<file path="src/rtl/isc_pkg.sv">
// isc_pkg: widths, register addresses and bit partitions shared by the
// interrupt status controller. Assumes a 64-bit status word in which the
// group positions are fixed, because software decodes them.
package isc_pkg;
    localparam int STAT_W   = 64;
    localparam int ADDR_W   = 2;
    localparam int MODE_BIT = STAT_W - 1;

    typedef enum logic [ADDR_W-1:0] {
        ADDR_STAT  = 2'd0,
        ADDR_STAT1 = 2'd1,
        ADDR_DBG   = 2'd2,
        ADDR_MASK  = 2'd3
    } reg_addr_e;

    // Build a vector with bits hi..lo set.
    function automatic logic [STAT_W-1:0] span(input int hi, input int lo);
        logic [STAT_W-1:0] v;
        v = '0;
        for (int i = lo; i <= hi; i++) v[i] = 1'b1;
        return v;
    endfunction

    localparam logic [STAT_W-1:0] GRP_CH0  = span(23, 16) | span(7, 0);
    localparam logic [STAT_W-1:0] GRP_CH1  = span(31, 24) | span(15, 8);
    localparam logic [STAT_W-1:0] GRP_ERR  = span(46, 40);
    localparam logic [STAT_W-1:0] GRP_ALL  = span(MODE_BIT - 1, 0);
    localparam logic [STAT_W-1:0] GRP_MAIN = GRP_CH0 | GRP_ERR;
endpackage

</file>
<file path="src/rtl/isc_status_bank.sv">
// isc_status_bank: a row of sticky status flops. Each bit is set by its event
// pulse and cleared by its clear strobe. The set wins if both are high in the
// same cycle. Assumes the events are single-cycle pulses in the clk domain.
// The bit at RSVD_BIT is reserved and is tied to 0.
module isc_status_bank #(
    parameter int W        = isc_pkg::STAT_W,
    parameter int RSVD_BIT = isc_pkg::MODE_BIT
) (
    input  logic         clk,
    input  logic         rst_n,
    input  logic [W-1:0] ev_i,
    input  logic [W-1:0] clr_i,
    output logic [W-1:0] status_o
);
    for (genvar b = 0; b < W; b++) begin : g_bit
        if (b == RSVD_BIT) begin : g_rsvd
            // Reserved position: constant zero, its event and clear are dropped.
            logic unused_in;
            assign unused_in   = ev_i[b] ^ clr_i[b];
            assign status_o[b] = 1'b0;
        end else begin : g_flop
            logic bit_q;
            // Sticky bit: a set has priority over a clear in the same cycle.
            always_ff @(posedge clk) begin
                if (!rst_n)
                    bit_q <= 1'b0;
                else if (ev_i[b])
                    bit_q <= 1'b1;
                else if (clr_i[b])
                    bit_q <= 1'b0;
            end
            assign status_o[b] = bit_q;
        end
    end
endmodule

</file>
<file path="src/rtl/isc_regport.sv">
// isc_regport: register access port. It holds the mask register (its top
// bit is the split-mode select), returns read data combinationally and
// decodes the clear vector for a clearing read. Assumes at most one access
// per cycle. A read takes priority if both strobes are high.
module isc_regport
    import isc_pkg::*;
(
    input  logic              clk,
    input  logic              rst_n,
    input  logic              rd_en_i,
    input  logic              wr_en_i,
    input  logic [ADDR_W-1:0] addr_i,
    input  logic [STAT_W-1:0] wdata_i,
    input  logic [STAT_W-1:0] status_i,
    output logic [STAT_W-1:0] mask_o,
    output logic              split_o,
    output logic [STAT_W-1:0] clr_o,
    output logic [STAT_W-1:0] rdata_o
);
    reg_addr_e         addr;
    logic [STAT_W-1:0] mask_q;
    logic              wr_mask;

    assign addr    = reg_addr_e'(addr_i);
    assign wr_mask = wr_en_i && !rd_en_i && (addr == ADDR_MASK);

    // Mask register, including the mode select in its top bit.
    always_ff @(posedge clk) begin
        if (!rst_n)
            mask_q <= '0;
        else if (wr_mask)
            mask_q <= wdata_i;
    end

    assign mask_o  = mask_q;
    assign split_o = mask_q[MODE_BIT];

    // Read data mux: status for the three status views, else the mask.
    always_comb begin
        rdata_o = '0;
        if (rd_en_i) begin
            unique case (addr)
                ADDR_STAT, ADDR_STAT1, ADDR_DBG: rdata_o = status_i;
                ADDR_MASK:                       rdata_o = mask_q;
                default:                         rdata_o = '0;
            endcase
        end
    end

    // Clear decode: which latched bits a read of this address wipes.
    always_comb begin
        clr_o = '0;
        if (rd_en_i) begin
            unique case (addr)
                ADDR_STAT:  clr_o = split_o ? GRP_MAIN : GRP_ALL;
                ADDR_STAT1: clr_o = split_o ? GRP_CH1 : '0;
                default:    clr_o = '0;
            endcase
        end
    end
endmodule

</file>
<file path="src/rtl/isc_irq_gen.sv">
// isc_irq_gen: combines status with mask and mode into two registered level
// interrupts. Assumes the status and mask arrive from flops, so each output
// follows the status with one cycle of latency.
module isc_irq_gen
    import isc_pkg::*;
(
    input  logic              clk,
    input  logic              rst_n,
    input  logic [STAT_W-1:0] status_i,
    input  logic [STAT_W-1:0] mask_i,
    input  logic              split_i,
    output logic              irq_main_o,
    output logic              irq_ch1_o
);
    logic [STAT_W-1:0] live;
    logic              any_all, any_main, any_ch1;
    logic              main_d, ch1_d;
    logic              main_q, ch1_q;

    // Masked status, restricted to the defined bits.
    assign live     = status_i & mask_i & GRP_ALL;
    assign any_all  = |live;
    assign any_main = |(live & GRP_MAIN);
    assign any_ch1  = |(live & GRP_CH1);

    // Mode steering: the single scheme folds every group onto the main line.
    always_comb begin
        if (split_i) begin
            main_d = any_main;
            ch1_d  = any_ch1;
        end else begin
            main_d = any_all;
            ch1_d  = 1'b0;
        end
    end

    // Output registers: glitch-free level interrupts.
    always_ff @(posedge clk) begin
        if (!rst_n) begin
            main_q <= 1'b0;
            ch1_q  <= 1'b0;
        end else begin
            main_q <= main_d;
            ch1_q  <= ch1_d;
        end
    end

    assign irq_main_o = main_q;
    assign irq_ch1_o  = ch1_q;
endmodule

</file>
<file path="src/rtl/irq_status_ctrl.sv">
// irq_status_ctrl: sticky interrupt status with a mask and a choice of one
// shared interrupt or split interrupts. The split scheme gives channel 1 its
// own interrupt and its own clearing read. Assumes synchronous, single-cycle
// event pulses and one register access per cycle.
module irq_status_ctrl
    import isc_pkg::*;
(
    input  logic              clk,
    input  logic              rst_n,
    input  logic [STAT_W-1:0] ev_i,
    input  logic              reg_rd_en,
    input  logic              reg_wr_en,
    input  logic [ADDR_W-1:0] reg_addr,
    input  logic [STAT_W-1:0] reg_wdata,
    output logic [STAT_W-1:0] reg_rdata,
    output logic              irq_main_o,
    output logic              irq_ch1_o
);
    logic [STAT_W-1:0] status_q;
    logic [STAT_W-1:0] mask_q;
    logic [STAT_W-1:0] clr_vec;
    logic              split_q;

    isc_status_bank #(.W(STAT_W), .RSVD_BIT(MODE_BIT)) u_bank (
        .clk      (clk),
        .rst_n    (rst_n),
        .ev_i     (ev_i),
        .clr_i    (clr_vec),
        .status_o (status_q)
    );

    isc_regport u_port (
        .clk      (clk),
        .rst_n    (rst_n),
        .rd_en_i  (reg_rd_en),
        .wr_en_i  (reg_wr_en),
        .addr_i   (reg_addr),
        .wdata_i  (reg_wdata),
        .status_i (status_q),
        .mask_o   (mask_q),
        .split_o  (split_q),
        .clr_o    (clr_vec),
        .rdata_o  (reg_rdata)
    );

    isc_irq_gen u_irq (
        .clk        (clk),
        .rst_n      (rst_n),
        .status_i   (status_q),
        .mask_i     (mask_q),
        .split_i    (split_q),
        .irq_main_o (irq_main_o),
        .irq_ch1_o  (irq_ch1_o)
    );
endmodule

</file>
<file path="config.mk">
export PLATFORM = sky130hd
export DESIGN_NAME = irq_status_ctrl
export DESIGN_NICKNAME = d
export VERILOG_FILES = /design/src/rtl/isc_pkg.sv /design/src/rtl/isc_status_bank.sv /design/src/rtl/isc_regport.sv /design/src/rtl/isc_irq_gen.sv /design/src/rtl/irq_status_ctrl.sv
export SDC_FILE = /design/constraint.sdc
export NUM_CORES = 1
export LEC_CHECK = 0
export ABC_CLOCK_PERIOD_IN_PS = 7050
export BUFFER_PORTS_ARGS = -buffer_cell sky130_fd_sc_hd__buf_2
export CORE_MARGIN = 5
export CORE_UTILIZATION = 45
export CTS_BUF_LIST = sky130_fd_sc_hd__clkbuf_8
export DETAILED_ROUTE_END_ITERATION = 10
export GPL_ROUTABILITY_DRIVEN = 0
export PLACE_DENSITY_LB_ADDON = 0.05
export REMOVE_ABC_BUFFERS = 1
export SLEW_MARGIN = 5
export SYNTH_ARGS = -nofsm -noshare
export SYNTH_HDL_FRONTEND = slang
export SYNTH_HIERARCHICAL = 1
export SYNTH_SLANG_ARGS = --single-unit
</file>
<file path="constraint.sdc">
create_clock -name clk -period 7.05 [get_ports clk]
set_input_delay 0.3525 -clock clk [delete_from_list [all_inputs] [get_ports clk]]
set_output_delay 0.3525 -clock clk [all_outputs]
set_load 0.02 [all_outputs]
</file>
==> impl_metrics.json <==
{
  "status": "finished, final reports clean",
  "critical_path.top_delay_family": "buffers and inverters",
  "place_hpwl_um": 12800,
  "vias": 5930,
  "coreArea_um2": 16600,
  "r2r_cells": 5,
  "worstSetupStartpoint": "reg_addr[0]",
  "cts_hold_buf": 0,
  "root_buffer": "clkbuf_8",
  "drv_slew": 0,
  "crit_chain": "buf_4 > buf_4 > nand3_1 > a21oi_1 > buf_2",
  "start_kind": "primary input",
  "peakVddDrop_v": 0.000109,
  "synth.avg_cell_area_um2": 8.69,
  "holdCritPathClass": "primary input to register",
  "r2r_start": "u_bank/g_bit[15].g_flop.bit_q",
  "drt-pass1-iter-count": 7,
  "post-cts-setup-buffers": 0,
  "synthToLayoutAreaGrowth_pct": 5.05,
  "p_leak_nw": 3.43,
  "cp-endpoint": "reg_rdata[3]",
  "final_core_util": 0.483,
  "hold_violations": 0,
  "worst_pin_slew_ns": 1.19,
  "synth_area_um2": 7620,
  "fp.dieW_um": 140,
  "drc": 0,
  "critPathArrivalTime_ns": 2.33,
  "r2r_slack_ns": 5.50,
  "cap_violations": 0,
  "start_util": 0.460,
  "postRouteAntennaNets": 0,
  "timing.rr.end": "u_irq/irq_main_o",
  "path_max_fanout": 73,
  "fin_skew_ns": 0.0116,
  "drt_iter0_markers": 336,
  "p_per_area_nw_per_um2": 215,
  "period_share": 0.381,
  "fin_setup_tns_ns": 0,
  "hold_depth": 2,
  "fillers": 1667,
  "most-common-layout-cells": "195 x buf_2, 129 x dfxtp_1, 129 x nand2_1",
  "grt_max_degree": 105,
  "grt_overflow_total": 0,
  "nets": 1048,
  "cts_sinks": 129,
  "setup_viol": 0,
  "slew_headroom": 0.204,
  "drt_wl_total_um": 19800,
  "die-area_um2": 19600,
  "antenna_found_initial": 1,
  "via_per_inst": 5.17,
  "clk_pin_slew_worst_paths_ns": 0.08,
  "whs_ns": 0.110,
  "endpoint_kind": "output port",
  "dieHeight_um": 140,
  "wl_per_cell_um": 17.3,
  "required_ns": 6.70,
  "rows": 47,
  "crit_buf_inv": 3,
  "yosys_warnings": 6,
  "cts_tree": "built",
  "syn_inst": 877,
  "layout_commonest_cell": "buf_2",
  "cp_common_cell": "buf_4",
  "min_period_ns": 2.69,
  "ios": 200,
  "fmax_ghz": 0.372,
  "grt_setup_unrepaired": "false",
  "clk_latency_ns": 0.44,
  "grt_pass1_vias": 6089,
  "grt_pass1_wl_um": 30500,
  "cts_buffers": 17,
  "portBuffers": 198,
  "cp_num_cells": 5,
  "drive_gt1_frac": 0.270,
  "cpPeakStageDelay_ns": 0.76,
  "cts_resized": 0,
  "crit_type": "primary input to output port",
  "diodes": 0,
  "clockBufferDepth": 2,
  "grt_use_total": 0.192,
  "slowest_stage": "buf_4",
  "cts_max_level": 4
}
## where the power goes
part | internal (mW) | total [mW] | switching, mW
logic | 0.115 | 0.259 | 0.144
registers | 0.764 | 0.789 | 0.0246
clock network | 0.373 | 0.671 | 0.298
## sequential cells by signal, summed over array words and instances, names as in the netlist
signal                     flops
u_bank/g_bit.g_flop.bit_q     63
u_irq/irq_ch1_o                1
u_irq/irq_main_o               1
u_port/mask_o                 64
## layout make-up
type                       instances  area, um^2  area share
clock buffer                      20         275      0.0344
multi-input combinational        559        3670       0.459
sequential                       129        2580       0.322
tap                              220         275      0.0344
inverter                           2        7.51    0.000937
clock inverter                    12         140      0.0175
timing repair buffer             205        1050       0.132
## worst reg2reg max path, delay by kind of cell (launching register included)
kind | cells | cell delay, ns
AO/OA/AOI/OAI | 4 | 0.82
flip-flops | 1 | 0.33
AND/OR/NAND/NOR | 1 | 0.29
## how the worst min path moves through the flow
stage	end	slack, ns	start
final	u_bank/g_bit[47].g_flop.bit_q	0.11	ev_i[47]
after global routing	u_bank/g_bit[32].g_flop.bit_q	0.08	ev_i[32]
after CTS	u_bank/g_bit[47].g_flop.bit_q	0.08	ev_i[47]
after detailed placement	u_port/mask_o[16]	0.47	u_port/mask_o[16]
after global placement	u_port/mask_o[57]	0.46	u_port/mask_o[57]
after floorplan	u_port/mask_o[46]	0.45	u_port/mask_o[46]
## per-layer routing
layer | up-vias | GRT usage | part of all wire
li1 | 2958 | - | -
met1 | 2760 | 0.246 | 0.45
met2 | 195 | 0.311 | 0.47
met3 | 15 | 0.0586 | 0.072
met4 | 2 | 0.0586 | 0.0085
met5 | - | 0 | 0.00056
## through the flow
step | std cells | setup slack, ns | instance area [um^2] | power [mW]
6_report | 1147 | 4.36 | 8010 | 1.72
5_1_grt | 1147 | 4.23 | 8010 | 1.80
4_1_cts | 1147 | 4.41 | 8010 | 1.74
3_5_place_dp | 1115 | 4.24 | 7590 | 1.06
3_3_place_gp | 1115 | 4.30 | 7590 | 1.06
2_1_floorplan | 690 | 4.89 | 6260 | 0.933
Power figures use the tool's default switching activity.
